===== src/rtl/spi_conv_pkg.sv =====
package spi_conv_pkg;

  localparam int BYTE_W = 8;
  localparam int IDX_W  = 7;
  localparam int CNT_W  = $clog2(BYTE_W);

  localparam logic [IDX_W-1:0] IDX_STAT  = 7'h0E;
  localparam logic [IDX_W-1:0] IDX_CTLB  = 7'h0D;
  localparam logic [IDX_W-1:0] IDX_CTLC  = 7'h0C;
  localparam logic [IDX_W-1:0] IDX_TAIL  = 7'h7F;

  typedef enum logic [1:0] {
    PH_CMD   = 2'd0,
    PH_WDATA = 2'd1,
    PH_RDATA = 2'd2,
    PH_HOLD  = 2'd3
  } phase_t;

  function automatic logic idx_writable(input logic [IDX_W-1:0] idx);
    return (idx == 7'h06) || ((idx >= 7'h08) && (idx <= 7'h0D));
  endfunction

  function automatic logic idx_external(input logic [IDX_W-1:0] idx);
    return (idx >= 7'h08) && (idx <= 7'h0E);
  endfunction

  // last_axis_byte is the index of the final axis low byte
  function automatic logic [IDX_W-1:0] idx_step(input logic [IDX_W-1:0] idx,
                                                input logic [IDX_W-1:0] last_axis_byte);
    logic [IDX_W-1:0] nxt;
    if (idx == last_axis_byte)  nxt = IDX_STAT;
    else if (idx == IDX_STAT)   nxt = IDX_CTLB;
    else if (idx == IDX_CTLB)   nxt = IDX_CTLC;
    else if (idx == IDX_CTLC)   nxt = IDX_TAIL;
    else if (idx == IDX_TAIL)   nxt = IDX_TAIL;
    else                        nxt = idx + 7'd1;
    return nxt;
  endfunction

endpackage


===== src/rtl/spi_in_sync.sv =====
module spi_in_sync #(
  parameter int             STAGES  = 2,
  parameter int             N       = 3,
  parameter logic [N-1:0]   RST_VAL = '0
) (
  input  logic         clk,
  input  logic         rst_n,
  input  logic [N-1:0] din,
  output logic [N-1:0] dout
);

  for (genvar g = 0; g < N; g++) begin : g_chain
    logic [STAGES-1:0] chain_q;
    logic [STAGES-1:0] chain_d;

    always_comb chain_d = {chain_q[STAGES-2:0], din[g]};

    always_ff @(posedge clk or negedge rst_n) begin
      if (!rst_n) chain_q <= {STAGES{RST_VAL[g]}};
      else        chain_q <= chain_d;
    end

    assign dout[g] = chain_q[STAGES-1];
  end

endmodule


===== src/rtl/spi_bit_engine.sv =====
module spi_bit_engine
  import spi_conv_pkg::*;
(
  input  logic              clk,
  input  logic              rst_n,
  input  logic              cs_act,
  input  logic              sclk_s,
  input  logic              sdi_s,
  output logic              sclk_rise,
  output logic [CNT_W-1:0]  bit_cnt,
  output logic              byte_done,
  output logic [BYTE_W-1:0] rx_byte
);

  logic              sclk_prev_q;
  logic [CNT_W-1:0]  cnt_q, cnt_d;
  logic [BYTE_W-1:0] sh_q, sh_d;

  assign sclk_rise = sclk_s & ~sclk_prev_q;
  assign byte_done = cs_act & sclk_rise & (cnt_q == CNT_W'(BYTE_W - 1));
  assign rx_byte   = {sh_q[BYTE_W-2:0], sdi_s};
  assign bit_cnt   = cnt_q;

  always_comb begin
    cnt_d = cnt_q;
    sh_d  = sh_q;
    if (!cs_act) begin
      cnt_d = '0;
    end else if (sclk_rise) begin
      cnt_d = cnt_q + CNT_W'(1);
      sh_d  = rx_byte;
    end
  end

  always_ff @(posedge clk or negedge rst_n) begin
    if (!rst_n) begin
      sclk_prev_q <= 1'b0;
      cnt_q       <= '0;
      sh_q        <= '0;
    end else begin
      sclk_prev_q <= sclk_s;
      cnt_q       <= cnt_d;
      sh_q        <= sh_d;
    end
  end

endmodule


===== src/rtl/spi_result_store.sv =====
module spi_result_store
  import spi_conv_pkg::*;
#(
  parameter int AXES  = 3,
  parameter int RES_W = 12,
  parameter int AX_W  = 2
) (
  input  logic              clk,
  input  logic              rst_n,
  input  logic              wr_en,
  input  logic [AX_W-1:0]   wr_axis,
  input  logic [RES_W-1:0]  wr_data,
  input  logic [IDX_W-1:0]  rd_idx,
  output logic              rd_hit,
  output logic [BYTE_W-1:0] rd_byte
);

  localparam int PAD_W = 2 * BYTE_W - RES_W;

  logic [RES_W-1:0]    res_q [AXES];
  logic [IDX_W-1:0]    ax_sel;
  logic [RES_W-1:0]    sel_res;
  logic [2*BYTE_W-1:0] padded;

  for (genvar g = 0; g < AXES; g++) begin : g_slot
    logic             slot_we;
    logic [RES_W-1:0] slot_d;

    always_comb begin
      slot_we = wr_en && (wr_axis == AX_W'(g));
      slot_d  = slot_we ? wr_data : res_q[g];
    end

    always_ff @(posedge clk or negedge rst_n) begin
      if (!rst_n) res_q[g] <= '0;
      else        res_q[g] <= slot_d;
    end
  end

  always_comb begin
    ax_sel  = rd_idx >> 1;
    rd_hit  = rd_idx < IDX_W'(2 * AXES);
    sel_res = '0;
    for (int a = 0; a < AXES; a++) begin
      if (ax_sel == IDX_W'(a)) sel_res = res_q[a];
    end
    padded  = {sel_res, {PAD_W{1'b0}}};
    rd_byte = rd_idx[0] ? padded[BYTE_W-1:0] : padded[2*BYTE_W-1 -: BYTE_W];
  end

endmodule


===== src/rtl/spi_conv_target.sv =====
module spi_conv_target
  import spi_conv_pkg::*;
#(
  parameter int SYNC_STAGES = 2,
  parameter int AXES        = 3,
  parameter int RES_W       = 12,
  parameter int AX_W        = $clog2(AXES)
) (
  input  logic              clk,
  input  logic              rst_n,
  input  logic              cs_n,
  input  logic              sclk,
  input  logic              sdi,
  output logic              sdo,
  output logic              sdo_oe,
  output logic              conv_start,
  output logic [AX_W-1:0]   conv_axis,
  input  logic              conv_done,
  input  logic [RES_W-1:0]  conv_data,
  output logic              reg_wr_en,
  output logic [IDX_W-1:0]  reg_wr_addr,
  output logic [BYTE_W-1:0] reg_wr_data,
  output logic [IDX_W-1:0]  reg_rd_addr,
  input  logic [BYTE_W-1:0] reg_rd_data
);

  localparam logic [IDX_W-1:0] LAST_AXIS_BYTE = IDX_W'(2 * AXES - 1);

  // synchronised pins: {cs_n, sclk, sdi}
  logic [2:0] pins_s;
  logic       cs_act, sclk_s, sdi_s;

  spi_in_sync #(.STAGES(SYNC_STAGES), .N(3), .RST_VAL(3'b100)) sync_i (
    .clk  (clk),
    .rst_n(rst_n),
    .din  ({cs_n, sclk, sdi}),
    .dout (pins_s)
  );

  assign cs_act = ~pins_s[2];
  assign sclk_s = pins_s[1];
  assign sdi_s  = pins_s[0];

  logic              sclk_rise, byte_done;
  logic [CNT_W-1:0]  bit_cnt;
  logic [BYTE_W-1:0] rx_byte;

  spi_bit_engine bits_i (
    .clk      (clk),
    .rst_n    (rst_n),
    .cs_act   (cs_act),
    .sclk_s   (sclk_s),
    .sdi_s    (sdi_s),
    .sclk_rise(sclk_rise),
    .bit_cnt  (bit_cnt),
    .byte_done(byte_done),
    .rx_byte  (rx_byte)
  );

  // control state
  phase_t            phase_q, phase_d;
  logic [IDX_W-1:0]  ptr_q, ptr_d;
  logic [IDX_W-1:0]  widx_q, widx_d;
  logic              cstart_q, cstart_d;
  logic [AX_W-1:0]   caxis_q, caxis_d;
  logic              wen_q, wen_d;
  logic [IDX_W-1:0]  waddr_q, waddr_d;
  logic [BYTE_W-1:0] wdata_q, wdata_d;
  logic [BYTE_W-1:0] hold_q, hold_d;
  logic              sdo_q, sdo_d;
  logic              oe_q, oe_d;

  logic              st_hit;
  logic [BYTE_W-1:0] st_byte;
  logic [BYTE_W-1:0] tx_live;
  logic [IDX_W-1:0]  cmd_idx;
  logic              cmd_is_conv;

  spi_result_store #(.AXES(AXES), .RES_W(RES_W), .AX_W(AX_W)) store_i (
    .clk    (clk),
    .rst_n  (rst_n),
    .wr_en  (conv_done),
    .wr_axis(caxis_q),
    .wr_data(conv_data),
    .rd_idx (ptr_q),
    .rd_hit (st_hit),
    .rd_byte(st_byte)
  );

  always_comb begin
    if (st_hit)                   tx_live = st_byte;
    else if (idx_external(ptr_q)) tx_live = reg_rd_data;
    else                          tx_live = '0;
  end

  assign cmd_idx     = rx_byte[IDX_W-1:0];
  assign cmd_is_conv = !cmd_idx[0] && ({1'b0, cmd_idx[IDX_W-1:1]} < IDX_W'(AXES));

  always_comb begin
    phase_d  = phase_q;
    ptr_d    = ptr_q;
    widx_d   = widx_q;
    cstart_d = 1'b0;
    caxis_d  = caxis_q;
    wen_d    = 1'b0;
    waddr_d  = waddr_q;
    wdata_d  = wdata_q;
    hold_d   = hold_q;
    sdo_d    = sdo_q;
    if (!cs_act) begin
      phase_d = PH_CMD;
    end else begin
      if (sclk_rise && (bit_cnt == '0)) hold_d = tx_live;
      if (byte_done) begin
        unique case (phase_q)
          PH_CMD: begin
            if (rx_byte[BYTE_W-1]) begin
              phase_d = PH_RDATA;
              ptr_d   = cmd_idx;
              if (cmd_is_conv) begin
                cstart_d = 1'b1;
                caxis_d  = AX_W'(cmd_idx[IDX_W-1:1]);
              end
            end else begin
              phase_d = PH_WDATA;
              widx_d  = cmd_idx;
            end
          end
          PH_WDATA: begin
            if (idx_writable(widx_q)) begin
              wen_d   = 1'b1;
              waddr_d = widx_q;
              wdata_d = rx_byte;
            end
            phase_d = PH_HOLD;
          end
          PH_RDATA: ptr_d = idx_step(ptr_q, LAST_AXIS_BYTE);
          default:  phase_d = PH_HOLD;
        endcase
      end
      if (!sclk_s) begin
        sdo_d = (bit_cnt == '0) ? tx_live[BYTE_W-1]
                                : hold_q[CNT_W'(BYTE_W - 1) - bit_cnt];
      end
    end
    oe_d = cs_act && (phase_q == PH_RDATA);
  end

  always_ff @(posedge clk or negedge rst_n) begin
    if (!rst_n) begin
      phase_q  <= PH_CMD;
      ptr_q    <= IDX_TAIL;
      widx_q   <= '0;
      cstart_q <= 1'b0;
      caxis_q  <= '0;
      wen_q    <= 1'b0;
      waddr_q  <= '0;
      wdata_q  <= '0;
      hold_q   <= '0;
      sdo_q    <= 1'b0;
      oe_q     <= 1'b0;
    end else begin
      phase_q  <= phase_d;
      ptr_q    <= ptr_d;
      widx_q   <= widx_d;
      cstart_q <= cstart_d;
      caxis_q  <= caxis_d;
      wen_q    <= wen_d;
      waddr_q  <= waddr_d;
      wdata_q  <= wdata_d;
      hold_q   <= hold_d;
      sdo_q    <= sdo_d;
      oe_q     <= oe_d;
    end
  end

  assign sdo         = sdo_q;
  assign sdo_oe      = oe_q;
  assign conv_start  = cstart_q;
  assign conv_axis   = caxis_q;
  assign reg_wr_en   = wen_q;
  assign reg_wr_addr = waddr_q;
  assign reg_wr_data = wdata_q;
  assign reg_rd_addr = ptr_q;

endmodule


===== config.mk =====
export PLATFORM = sky130hd
export DESIGN_NAME = spi_conv_target
export DESIGN_NICKNAME = d
export VERILOG_FILES = /design/src/rtl/spi_conv_pkg.sv /design/src/rtl/spi_in_sync.sv /design/src/rtl/spi_bit_engine.sv /design/src/rtl/spi_result_store.sv /design/src/rtl/spi_conv_target.sv
export SDC_FILE = /design/constraint.sdc
export NUM_CORES = 1
export LEC_CHECK = 0
export BUFFER_PORTS_ARGS = -buffer_cell sky130_fd_sc_hd__buf_2
export CAP_MARGIN = 30
export CORE_MARGIN = 2
export CORE_UTILIZATION = 50
export DETAILED_ROUTE_END_ITERATION = 6
export HOLD_SLACK_MARGIN = 0.15
export MAX_ROUTING_LAYER = met4
export PLACE_DENSITY = 0.7
export SYNTH_ARGS = -nofsm -noshare
export SYNTH_HDL_FRONTEND = slang
export SYNTH_HIERARCHICAL = 1
export SYNTH_SLANG_ARGS = --single-unit

===== constraint.sdc =====
create_clock -name clk -period 6.3 [get_ports clk]
set_input_delay 0.315 -clock clk [delete_from_list [all_inputs] [get_ports clk]]
set_output_delay 0.315 -clock clk [all_outputs]
set_load 0.03 [all_outputs]

After elaboration in Yosys (flattened, before gate mapping)

Cells that the tools add are included.

Register bits: 98
Input bits: 26
Output and inout bits: 28
Word-level logic and storage cells: 108

Add/subtract/negate cells: 3
Order comparisons: 7
Equality and inequality tests: 15
Muxes and demuxes: 31
Bitwise operators: 7
Reduce and logical (&&, ||, !) cells: 25

Operator list:

| kind                                                                                 | number |
|---|---|
| 7-bit two-way mux                                                                    | 6 |
| 12-bit two-way mux                                                                   | 3 |
| 8-bit two-way mux                                                                    | 3 |
| 7-bit by 4-bit equality test with 1-bit output (second input constant)               | 3 |
| 7-bit by 3-bit equality test with 1-bit output (second input constant)               | 2 |
| 7-bit by 4-bit greater-or-equal comparator with 1-bit output (second input constant) | 2 |
| 7-bit by 4-bit <= comparator with 1-bit output (second input constant)               | 2 |
| 7-bit case mux with 2 select lines                                                   | 1 |
| 4-bit AND reduction                                                                  | 3 |
| 1-bit two-way mux                                                                    | 11 |
| 1-bit logical AND                                                                    | 8 |
| 2-bit AND reduction                                                                  | 4 |
| 7-bit by 1-bit adder with 7-bit output (second input constant)                       | 1 |
| 7-bit equality test (second input constant)                                          | 1 |
| 7-bit zero test                                                                      | 1 |
| 7-bit by 3-bit less-than comparator with 1-bit output (second input constant)        | 1 |
| 6-bit by 1-bit equality test with 1-bit output (second input constant)               | 1 |
| 6-bit by 2-bit equality test with 1-bit output (second input constant)               | 1 |
| 6-bit by 2-bit less-than comparator with 1-bit output (second input constant)        | 1 |
| 2-bit two-way mux                                                                    | 3 |
| 3-bit two-way mux                                                                    | 2 |
| 2-bit nonzero test                                                                   | 3 |
| 5-bit AND reduction                                                                  | 1 |
| 2-bit by 1-bit equality test with 1-bit output (second input constant)               | 2 |
| 14 further kinds                                                                     | 22 |

Longest topological paths before layout

Depth after elaboration: 7
Mapped depth: 9

Hierarchy

The synthesis kept the hierarchy.

By module, submodules not included:

| module           | times used | cells an instance | area each (µm²) |
|---|---|---|---|
| spi_conv_target  | 1          | 211               | 2328.5 |
| spi_result_store | 1          | 122               | 1702.9 |
| spi_bit_engine   | 1          | 31                | 511.7 |
| spi_in_sync      | 1          | 9                 | 175.2 |

Worst setup path before layout

OpenSTA, ideal clock, no wires.

Path type: register -> register
From: register ptr_q[4] (netlist: reg_rd_addr[4])
To: register hold_q[0]
Setup time: 0.136 ns
Arrival time: 2.089 ns
Slack: 4.076 ns
Stages on the path, launching flop included: 10
Path buffers: 3
Cells stage by stage: dfstp_2 -> or4_1 -> buf_2 -> a21oi_1 -> clkbuf_1 -> nor2b_1 -> and3_1 -> clkbuf_1 -> a22oi_1 -> o21ai_0

Elaborated cells between the ends (all ways): 13

RTL lines:

| element                                               | line                   | RTL |
|---|---|---|
| from (decl)                                           | spi_conv_target.sv:62  | `logic [IDX_W-1:0] ptr_q, ptr_d;` |
| from (signal assigned)                                | spi_conv_target.sv:164 | `ptr_q <= ptr_d;` |
| 7-bit by 3-bit less-than comparator with 1-bit output | spi_result_store.sv:42 | `rd_hit = rd_idx < IDX_W'(2 * AXES);` |
| via st_hit                                            | spi_conv_target.sv:73  | `logic st_hit;` |
| 8-bit two-way mux                                     | spi_conv_target.sv:91  | `if (st_hit) tx_live = st_byte;` |
| to (signal assigned)                                  | spi_conv_target.sv:171 | `hold_q <= hold_d;` |
| to (decl)                                             | spi_conv_target.sv:69  | `logic [BYTE_W-1:0] hold_q, hold_d;` |

The timed path passes the listed nets, and every way through them passes these cells.
A chain may end at the register's enable or synchronous reset.

Worst setup path in the final report

From: register ptr_q[4] (netlist: reg_rd_addr[4])
To: register hold_q[3]

The elaborated chain is that of the path after synthesis.

==> results.toml <==
[status]
status = "finished clean"

[yosys]
synth_edf_count = 0
synth_nets = 404
async_flop_share_pct = 100.0
ys_ff_latch = 97
postSynthCellCount = 373
synth_area_sq_mm = 0.004718
yosysSeqAreaShare_pct = 51.68
synth_cell_types = 55
ys.warnings.count = 6
yosys.area.top_type = "dfrtp_1"
synth.top_cell.area_share_pct = 46.67
synth_ff_type = "dfrtp_1"
yosys-top-cells-area = "dfrtp_1 47%, mux2_2 13%, dfstp_2 5.0%, mux2_4 4.5%, mux4_2 2.4%"
postSynthAreaPerCell_sq_um = 12.65

[critical_path]
worstSetupEndpointType = "flop"
path_depth = 6
worstRegToRegCells = 6
r2r_start = "reg_rd_addr[4]"
worstSetupPathType = "flop to flop"
r2r_end = "hold_q[3]"
cp_num_buf_inv = 0
path_delay_family = "simple AND/OR/NAND/NOR gates"
crit_path_max_incr_delay_ns = 0.65
required_ns = 6.54
crit_slowest_cell = "or4_1"
r2r_slack_ns = 3.87
crit_arrival_ns = 2.67
cp_cell_sequence = "or4_1 -> a21oi_1 -> nor2b_1 -> and3_1 -> a22oi_1 -> o21ai_0"
path_max_fanout = 10
startpoint_type = "flop"
crit_path_start = "reg_rd_addr[4]"

[clocking]
cts_buffers = 9
cts-root-buf = "clkbuf_8"
clockBufferDepth = 2
ctsResizeCount = 0
htree_levels = 3
cts_setup_buffers = 0
clkTransAtPathRegs_ns = 0.09
clock_latency_ns = 0.37
cts_sinks = 97
cts_tree = "yes"

[global_routing]
antenna_found_initial = 0
grtUsageTotal_pct = 19.66
grt_pass1_wl_microns = 15360
grt_pass1_vias = 3094
grt_max_degree = 61
grt-ovfl-total = 0

[detailed_routing]
drtPass1Iterations = 4
wl_microns = 9046
num_vias = 3011
dr.first_iter.drc_count = 105
route.detailed.drc = 0
drtAntennaViolNets = 0
via_per_inst = 5.607
post_drt_wl_per_cell_microns = 16.85

[min_path]
hp-class = "input pin to flop"
holdPathStages = 2
holdPathEnd = "store_i/res_q[6]"
hp-start = "conv_data[6]"

[timing]
fin_crit_ns = 2.430
tightest_slew_ns = 0.9882
slew_headroom_pct = 33.83
setup_viol = 0
rsz0062_at_grt = "false"
final_hold_viol_count = 0
setup-tns-final_ns = 0
worst_slack_ns = 3.870
fmax_mhz = 411.4
final_max_slew_viol_count = 0
fin_crit_sh_pct = 38.58
finClkSkew_ns = 0.01263

[layout]
fillCellCount = 785
instances_no_fill = 537
drive_gt1_share_pct = 40.61
final_cell_mix = "88 x dfrtp_1, 53 x mux2_2, 52 x buf_2, 23 x nand2_1, 17 x nor2_1"
syn2layout_area_growth_pct = 11.38
nNetsFinal = 452
final_common_cell = "dfrtp_1"
antenna_cells = 0

[place]
io_buffer_count = 53
place_ws_ns = 3.920
place_inst = 517
dpl.hpwl_microns = 6287
gp_congestion = 0.8780

[die]
die_w_microns = 101.1
die_h_microns = 101.1
initial_utilization_pct = 51.31
core_area_sq_mm = 0.009196
rows = 35
io-pin-count = 54
die-area_sq_mm = 0.01023

[pwr]
power_leakage_nw = 2.529
power_density_mw_per_mm2 = 240.6
vdd_drop_max_mv = 0.1341

[job]
cap_violations = 0
layer usage:
metal | up-vias | track usage [%] | wire length [microns]
li1 | 1440 | - | -
met1 | 1509 | 26.84 | 4316
met2 | 53 | 30.01 | 4320
met3 | 9 | 4.210 | 316
met4 | 0 | 5.301 | 93
met5 | - | - | 0
cells by family after synthesis:
kind of cell	synth area share (%)
AOI/OAI and AO/OA	9.175
xor gates and xnor gates	0.1857
adders and majority gates	1.326
buffers and inverters	3.209
DFF	51.68
muxes	21.40
and+or+nand+nor	13.02
worst max-delay path by stage:
stage                endpoint  slack (ns)
global route        hold_q[0]        3.65
detailed placement  hold_q[4]        3.92
floorplan           hold_q[0]        4.08
CTS                 hold_q[4]        3.90
global placement    hold_q[2]        4.04
finish              hold_q[3]        3.87
synthesized netlist by cell type (5+ instances only):
master and count:
a22oi_1 8, o21ai_0 13, nor2b_1 7, mux4_2 5
nor2_1 17, ha_1 5, nand3_1 6, dfrtp_1 88
nand2_1 23, mux2_4 14, a21oi_1 13, mux2_2 53
or2_2 5, dfstp_2 9, buf_4 5, a31oi_1 6
inv_1 5, buf_2 7, clkbuf_1 7, mux2i_1 9
and2_1 6
worst register-to-register path: stages (launching register included):
cell     delay, ns
dfstp_2       0.45
or4_1         0.65
a21oi_1       0.52
nor2b_1       0.12
and3_1        0.28
a22oi_1       0.19
o21ai_0       0.10
report_power, final:
| group | internal [W] | switching [W] | leakage [nW] | total (W) |
|---|---|---|---|---|
| clock network | 0.000196 | 0.000215 | 0.0928 | 0.000410 |
| logic | 0.0000760 | 0.0000545 | 1.18 | 0.000130 |
| registers | 0.000664 | 0.0000598 | 1.26 | 0.000723 |
sequential cells by signal (all words and copies together), names as in the netlist:
| signal | count |
|---|---|
| store_i/res_q | 36 |
| reg_wr_data | 8 |
| bits_i/sh_q | 7 |
| hold_q | 7 |
| reg_rd_addr | 7 |
| reg_wr_addr | 7 |
| widx_q | 7 |
| sync_i/g_chain.chain_q | 6 |
| bits_i/bit_cnt | 3 |
| conv_axis | 2 |
| phase_q | 2 |
| bits_i/sclk_prev_q | 1 |
| conv_start | 1 |
| reg_wr_en | 1 |
| sdo | 1 |
| sdo_oe | 1 |
per-stage QoR:
| stage | total power [W] | cell area, sq um | utilization, % | hold WS [ns] |
|---|---|---|---|---|
| final | 0.001264 | 5255 | 57.14 | 0.2119 |
| after global routing | 0.001333 | 5255 | 57.14 | 0.1964 |
| after CTS | 0.001281 | 5255 | 57.14 | 0.1952 |
| after detailed placement | 0.0008663 | 5016 | 54.54 | 0.3093 |
| after global placement | 0.0008607 | 5005 | 54.42 | 0.3071 |
| after floorplan | 0.0008093 | 4718 | - | 0.01941 |
what timing repair did:
action	in CTS	in global routing
hold buffers	4	0
hold endpoints to repair	37	0
setup endpoints to repair	0	0
area by class of cell:
cell class                 count  area (sq um)  area share (%)
sequential                    97          2439           46.40
multi-input combinational    249          2133           40.60
timing repair buffer          59         326.6           6.214
clock buffer                  12         145.1           2.762
tap                          111         138.9           2.643
clock inverter                 4         53.80           1.024
inverter                       5         18.77          0.3571
No activity file was read; power rests on OpenSTA's default activity.
